[src/rtl/i2c_combined_reader.sv]
module i2c_combined_reader #(
  parameter int DIV   = 4,
  parameter int LEN_W = 4
) (
  input  logic             clk,
  input  logic             rst_n,
  input  logic             cmd_start,
  input  logic [6:0]       cmd_addr,
  input  logic [7:0]       cmd_loc,
  input  logic [LEN_W-1:0] cmd_len,
  input  logic             cfg_retry,
  output logic [7:0]       rd_data,
  output logic             rd_valid,
  output logic             done,
  output logic             nack,
  output logic             arb_lost,
  output logic             busy,
  output logic             scl_oe,
  input  logic             scl_in,
  output logic             sda_oe,
  input  logic             sda_in
);
  localparam int CW = (DIV > 1) ? $clog2(DIV) : 1;

  typedef enum logic [2:0] {S_IDLE, S_WAIT, S_START, S_BYTE, S_RSTART, S_STOP} st_t;

  st_t              st;
  logic [CW-1:0]    cnt;
  logic [1:0]       q, seg;
  logic [3:0]       bitn;
  logic [7:0]       sh, loc_r;
  logic [6:0]       addr_r;
  logic [LEN_W-1:0] left, len_r;
  logic             ackbit, scl_q, sda_q, bus_free, in_byte;

  wire tick     = (cnt == CW'(DIV - 1));
  wire tx       = (seg != 2'd3);
  wire start_ev = scl_in && scl_q && sda_q && !sda_in;
  wire stop_ev  = scl_in && scl_q && !sda_q && sda_in;
  assign in_byte = (st == S_BYTE);
  wire lose     = in_byte && tick && q == 2'd2 && tx && bitn < 4'd8 && sh[7] && !sda_in;

  assign busy = st inside {S_START, S_BYTE, S_RSTART, S_STOP};

  always_comb begin
    scl_oe = 1'b0;
    sda_oe = 1'b0;
    case (st)
      S_START:  begin scl_oe = (q == 2'd3);               sda_oe = q[1];  end
      S_RSTART: begin scl_oe = (q == 2'd0 || q == 2'd3);  sda_oe = q[1];  end
      S_STOP:   begin scl_oe = (q == 2'd0);               sda_oe = !q[1]; end
      S_BYTE: begin
        scl_oe = (q == 2'd0 || q == 2'd3);
        sda_oe = (bitn == 4'd8) ? (!tx && left != LEN_W'(1)) : (tx && !sh[7]);
      end
      default: ;
    endcase
  end

  always_ff @(posedge clk or negedge rst_n) begin
    if (!rst_n) begin
      st <= S_IDLE; cnt <= '0; q <= '0; seg <= '0; bitn <= '0; sh <= '0;
      left <= '0; len_r <= '0; addr_r <= '0; loc_r <= '0; ackbit <= 1'b0;
      scl_q <= 1'b1; sda_q <= 1'b1; bus_free <= 1'b1;
      rd_data <= '0; rd_valid <= 1'b0; done <= 1'b0; nack <= 1'b0; arb_lost <= 1'b0;
    end else begin
      done     <= 1'b0;
      rd_valid <= 1'b0;
      scl_q    <= scl_in;
      sda_q    <= sda_in;
      if (start_ev)     bus_free <= 1'b0;
      else if (stop_ev) bus_free <= 1'b1;

      if (st == S_IDLE || st == S_WAIT) begin
        cnt <= '0;
        q   <= '0;
      end else begin
        cnt <= tick ? '0 : cnt + 1'b1;
        if (tick) q <= q + 2'd1;
      end

      case (st)
        S_IDLE: if (cmd_start) begin
          addr_r <= cmd_addr; loc_r <= cmd_loc; len_r <= cmd_len;
          nack <= 1'b0; arb_lost <= 1'b0;
          st <= S_WAIT;
        end
        S_WAIT: if (bus_free) st <= S_START;
        S_START: if (tick && q == 2'd3) begin
          st <= S_BYTE; seg <= 2'd0; bitn <= '0; sh <= {addr_r, 1'b0}; left <= len_r;
        end
        S_RSTART: if (tick && q == 2'd3) begin
          st <= S_BYTE; seg <= 2'd2; bitn <= '0; sh <= {addr_r, 1'b1};
        end
        S_BYTE: begin
          if (lose) begin
            arb_lost <= 1'b1;
            st <= cfg_retry ? S_WAIT : S_IDLE;
          end else if (tick && q == 2'd2) begin
            if (!tx && bitn < 4'd8) sh <= {sh[6:0], sda_in};
            if (bitn == 4'd8) ackbit <= sda_in;
          end else if (tick && q == 2'd3) begin
            if (bitn < 4'd8) begin
              bitn <= bitn + 4'd1;
              if (tx) sh <= {sh[6:0], 1'b0};
              if (!tx && bitn == 4'd7) begin
                rd_data  <= sh;
                rd_valid <= 1'b1;
              end
            end else begin
              bitn <= '0;
              if (tx && ackbit) begin
                nack <= 1'b1;
                st   <= S_STOP;
              end else begin
                case (seg)
                  2'd0: begin seg <= 2'd1; sh <= loc_r; end
                  2'd1: st <= S_RSTART;
                  2'd2: seg <= 2'd3;
                  default: if (left == LEN_W'(1)) st <= S_STOP;
                           else left <= left - 1'b1;
                endcase
              end
            end
          end
        end
        S_STOP: if (tick && q == 2'd3) begin
          st   <= S_IDLE;
          done <= 1'b1;
        end
        default: st <= S_IDLE;
      endcase
    end
  end
endmodule

[config.mk]
export PLATFORM = sky130hd
export DESIGN_NAME = i2c_combined_reader
export DESIGN_NICKNAME = d
export VERILOG_FILES = /design/src/rtl/i2c_combined_reader.sv
export SDC_FILE = /design/constraint.sdc
export NUM_CORES = 1
export LEC_CHECK = 0
export ABC_AREA = 1
export ABC_CLOCK_PERIOD_IN_PS = 1600
export BUFFER_PORTS_ARGS = -buffer_cell sky130_fd_sc_hd__buf_2
export CAP_MARGIN = 20
export CORE_MARGIN = 4
export CORE_UTILIZATION = 40
export DETAILED_ROUTE_END_ITERATION = 10
export PLACE_DENSITY = 0.58
export SYNTH_ARGS = -nofsm -noshare
export SYNTH_HDL_FRONTEND = slang
export SYNTH_SLANG_ARGS = --single-unit
[constraint.sdc]
create_clock -name clk -period 1.6 [get_ports clk]
set_input_delay 0.32 -clock clk [delete_from_list [all_inputs] [get_ports clk]]
set_output_delay 0.32 -clock clk [all_outputs]
set_load 0.05 [all_outputs]
==> qor.tcl <==
set qor(numPortBuffers) 39
set qor(synth_cells) 388
set qor(multi_input_area_um2) 1734
set qor(max_slew.worst_pin.slew_ps) 480.7
set qor(cap_viol_max_count) 0
set qor(fin_util_pct) 65.31
set qor(power.density_nw_per_um2) 1767
set qor(static-leakage-power_nw) 2.434
set qor(synth.yosys.warnings) 0
set qor(detail_route.wl_per_cell_um) 13.83
set qor(slew_viol_final) 0
set qor(start_util_pct) 41.95
set qor(whs_ps) 91.03
set qor(grt_antenna_before_repair) 0
set qor(diodes) 0
set qor(seq_power_share_pct) 27.4
set qor(cts.clk_slew.worst_paths_ps) 70
set qor(cts_root_buf) {sky130_fd_sc_hd__clkbuf_8}
set qor(final_cycle_utilization_of_the_critical_path_pct) 118.1
set qor(highest_clock_rate_mhz) 529.4
set qor(finalWirelength_um) 8492
set qor(globalRouteTotalUtil_pct) 18.92
set qor(layout.cells.most_common_list) {sky130_fd_sc_hd__nand2_1 (101), sky130_fd_sc_hd__buf_4 (55), sky130_fd_sc_hd__dfrtp_1 (53)}
set qor(pin_count) 40
set qor(ir_worst_vdd_uv) 1092
set qor(dieArea_um2) 9200
set qor(timing.critical_path.to_type) {output port}
set qor(internal-power_w) 0.005073
set qor(top_area_cells_in_the_synthesized_netlist) {sky130_fd_sc_hd__dfrtp_1 (46%), sky130_fd_sc_hd__nand2_1 (15%), sky130_fd_sc_hd__o21ai_0 (5.3%)}
set qor(worst-setup-path-type) {register to output port}
set qor(timing.critical_path.arrival_ps) 1570
set qor(timing.critical_path.slowest_stage_cell) {sky130_fd_sc_hd__dfrtp_2}
set qor(number_of_global_route_vias_before_repair) 2807
set qor(drtIter0Drc) 153
set qor(nNetsFinal) 544
set qor(run_status) {finished with violations}
set qor(dieHeight_um) 95.92
set qor(timing.critical_path.cells) {inv_1, nor2_2, nand2_2, nand2_1, a32o_2, buf_8}
set qor(drt.antenna.violating_nets) 0
set qor(power.share.clock_pct) 18.9
set qor(numCtsBuffers) 9
set qor(placedCellCount) 560
set qor(std_cell_rows) 31
set qor(globalRoute.totalOverflow) 0
set qor(synth_nets) 421
set qor(timing.final.setup_violations) 43
set qor(largest_net_degree_at_the_start_of_global_routing) 61
set qor(post-dp-hpwl_um) 5248
set qor(mostFrequentLayoutCell) {sky130_fd_sc_hd__nand2_1}
set qor(synth.distinct_cells) 34
set qor(area_growth_pct) 55.69
set qor(max_slew_margin_pct) 67.61
set qor(clk_path_buf_depth) 2
set qor(power.net_switching_w) 0.003430
set qor(critPathMaxStageDelay_ps) 450
set qor(unrepaired_setup_endpoints_after_global_routing) {true}
set qor(floorplan.core_area_um2) 7370
set qor(synth.yosys.seq_area_share_pct) 48.68
set qor(nFillCells) 618
set qor(final_layout_size_suffix_gt1_share_pct) 45.63
set qor(insertion_delay_of_the_later_clocked_pin_in_the_worst_skew_pair_ps) 340
set qor(cts.sinks) 60
set qor(final.setup.tns_ps) -2656
set qor(critical_path.startpoint_type) {register}
set qor(p_comb_share_pct) 53.7
set qor(synth_top_area_share_pct) 46.14
set qor(switching_share_pct) 40.34
set qor(critical_path.max_fanout) 4
set qor(synth_area_um2) 3092
set qor(yosys.area.top_type) {sky130_fd_sc_hd__dfrtp_1}
set qor(clock_tree.htree_level_count) 3
set qor(finalWorstPathRequiredPeriod_ps) 1889
set qor(post-place-ws_ps) -201.0
set qor(via_count) 2997
set qor(syn-mean-instance-area_um2) 7.968
set qor(ys_seq_elements) 60
set qor(first_pass_grt_wire_length_um) 13500
set qor(pnr_worst_setup_slack_ps) -288.9
set qor(report.final.hold_viol_count) 0
set qor(drc_errors) 0
set qor(gp_congestion) 0.8888
set qor(vias_per_cell) 4.881
set qor(hold_path.class) {primary input to register}
set qor(violations_in_the_final_reports) {setup timing}
set qor(worstPathRequired_ps) 1280
set qor(drt_pass1_iterations) 4
set qor(die_width_um) 95.92
set qor(finish.cell_count_without_fillers) 614
set qor(clock_tree_from_tritoncts) {done}
set qor(layout.area.seq_um2) 1510
set qor(finClkSkew_ps) 10.25
[cells in the mapped netlist]
library cell                number
sky130_fd_sc_hd__nand2_1       123
sky130_fd_sc_hd__clkbuf_1        2
sky130_fd_sc_hd__o221ai_1        1
sky130_fd_sc_hd__o2111ai_1       1
sky130_fd_sc_hd__xnor2_1         1
sky130_fd_sc_hd__nor2_8          1
sky130_fd_sc_hd__nand3_1        20
sky130_fd_sc_hd__xor2_1          3
sky130_fd_sc_hd__o21ai_0        33
sky130_fd_sc_hd__nor2_2          2
sky130_fd_sc_hd__nor3_1          5
sky130_fd_sc_hd__nand3_2         1
sky130_fd_sc_hd__o211ai_1        1
sky130_fd_sc_hd__o31ai_1         1
sky130_fd_sc_hd__a32o_1          1
sky130_fd_sc_hd__o21ai_2         3
sky130_fd_sc_hd__dfstp_2         3
sky130_fd_sc_hd__nor2_1         32
sky130_fd_sc_hd__nand3_4         1
sky130_fd_sc_hd__nand3b_1        1
sky130_fd_sc_hd__buf_2           5
sky130_fd_sc_hd__dfrtp_1        57
sky130_fd_sc_hd__ha_1            8
sky130_fd_sc_hd__inv_1          38
sky130_fd_sc_hd__nand2_2         6
sky130_fd_sc_hd__buf_6           2
sky130_fd_sc_hd__inv_2           2
sky130_fd_sc_hd__nand4_1         1
sky130_fd_sc_hd__a21oi_1        17
sky130_fd_sc_hd__buf_4           2
sky130_fd_sc_hd__nor2_4          3
sky130_fd_sc_hd__o21ai_1         9
sky130_fd_sc_hd__clkinv_2        1
sky130_fd_sc_hd__mux2i_1         1
[kinds of logic after synthesis]
| logic type | Yosys count | synth area share [%] |
|---|---|---|
| AND/OR/NAND/NOR | 196 | 27.56 |
| AO/OA/AOI/OAI | 67 | 11.78 |
| flip-flops | 60 | 48.68 |
| buffers and inverters | 52 | 7.284 |
| adder cells (fa/ha/maj) | 8 | 3.238 |
| XOR/XNOR | 4 | 1.133 |
| multiplexers | 1 | 0.3238 |
[sequential cells by signal, indices dropped and copies added (netlist names), 2 cells and up]
name,count
sh,8
q,2
loc_r,8
len_r,4
bitn,4
left,4
cnt,2
seg,2
st,3
addr_r,7
rd_data,8
[routing by layer]
layer  wire length, um  GRT usage (%)
met4               127          4.976
met3               340          4.222
met5                 0              0
met2              4095          29.88
met1              3929          26.32
[metrics by stage]
step                power [W]  cell area [um^2]
floorplan            0.004313              3109
global placement     0.005288              3740
detailed placement   0.005336              3740
CTS                  0.007821              4457
global route         0.009086              4813
finish               0.008503              4813
[worst paths after layout]
check	startpoint	endpoint	slack [ps]	cells past startpoint
worst max-delay path	st[0]	sda_oe	-290	6
worst min-delay path	scl_in	scl_q	90	1
worst max register to register	st[2]	bitn[0]	-200	11
worst min register to register	len_r[1]	len_r[1]	470	2
max in group asynchronous	rst_n	bus_free	800	3
min in group asynchronous	rst_n	bitn[0]	510	3
[power by group through the flow]
stage / sequential, W / combinational (W) / clock [W]
6_report: 0.00233 / 0.00457 / 0.00160
5_1_grt: 0.00239 / 0.00498 / 0.00171
4_1_cts: 0.00229 / 0.00390 / 0.00163
3_5_place_dp: 0.00230 / 0.00304 / 0
3_3_place_gp: 0.00228 / 0.00300 / 0
2_1_floorplan: 0.00224 / 0.00207 / 0
[area by class of cell]
type / instances / area share, %
clock buffer: 12 / 3.431
clock inverter: 3 / 1.430
inverter: 41 / 3.717
multi-input combinational: 276 / 36.03
sequential: 60 / 31.38
tap: 99 / 2.573
timing repair buffer: 123 / 21.45
[worst max-delay path, delay by kind of cell, from the launching register on]
kind	cells	cell delay [ps]
AND/OR/NAND/NOR	3	280
AO/OA/AOI/OAI	1	260
buffers and inverters	2	250
flip-flops	1	450
[repair_timing]
action / CTS / global route
buffers inserted: 30 / 15
gates cloned: 2 / 1
hold buffers: 1 / 0
endpoints found under the hold margin: 20 / 0
resized for setup: 79 / 81
pin swaps: 25 / 28
setup endpoints to repair: 28 / 39
No activity file was read; power rests on OpenSTA's default activity.
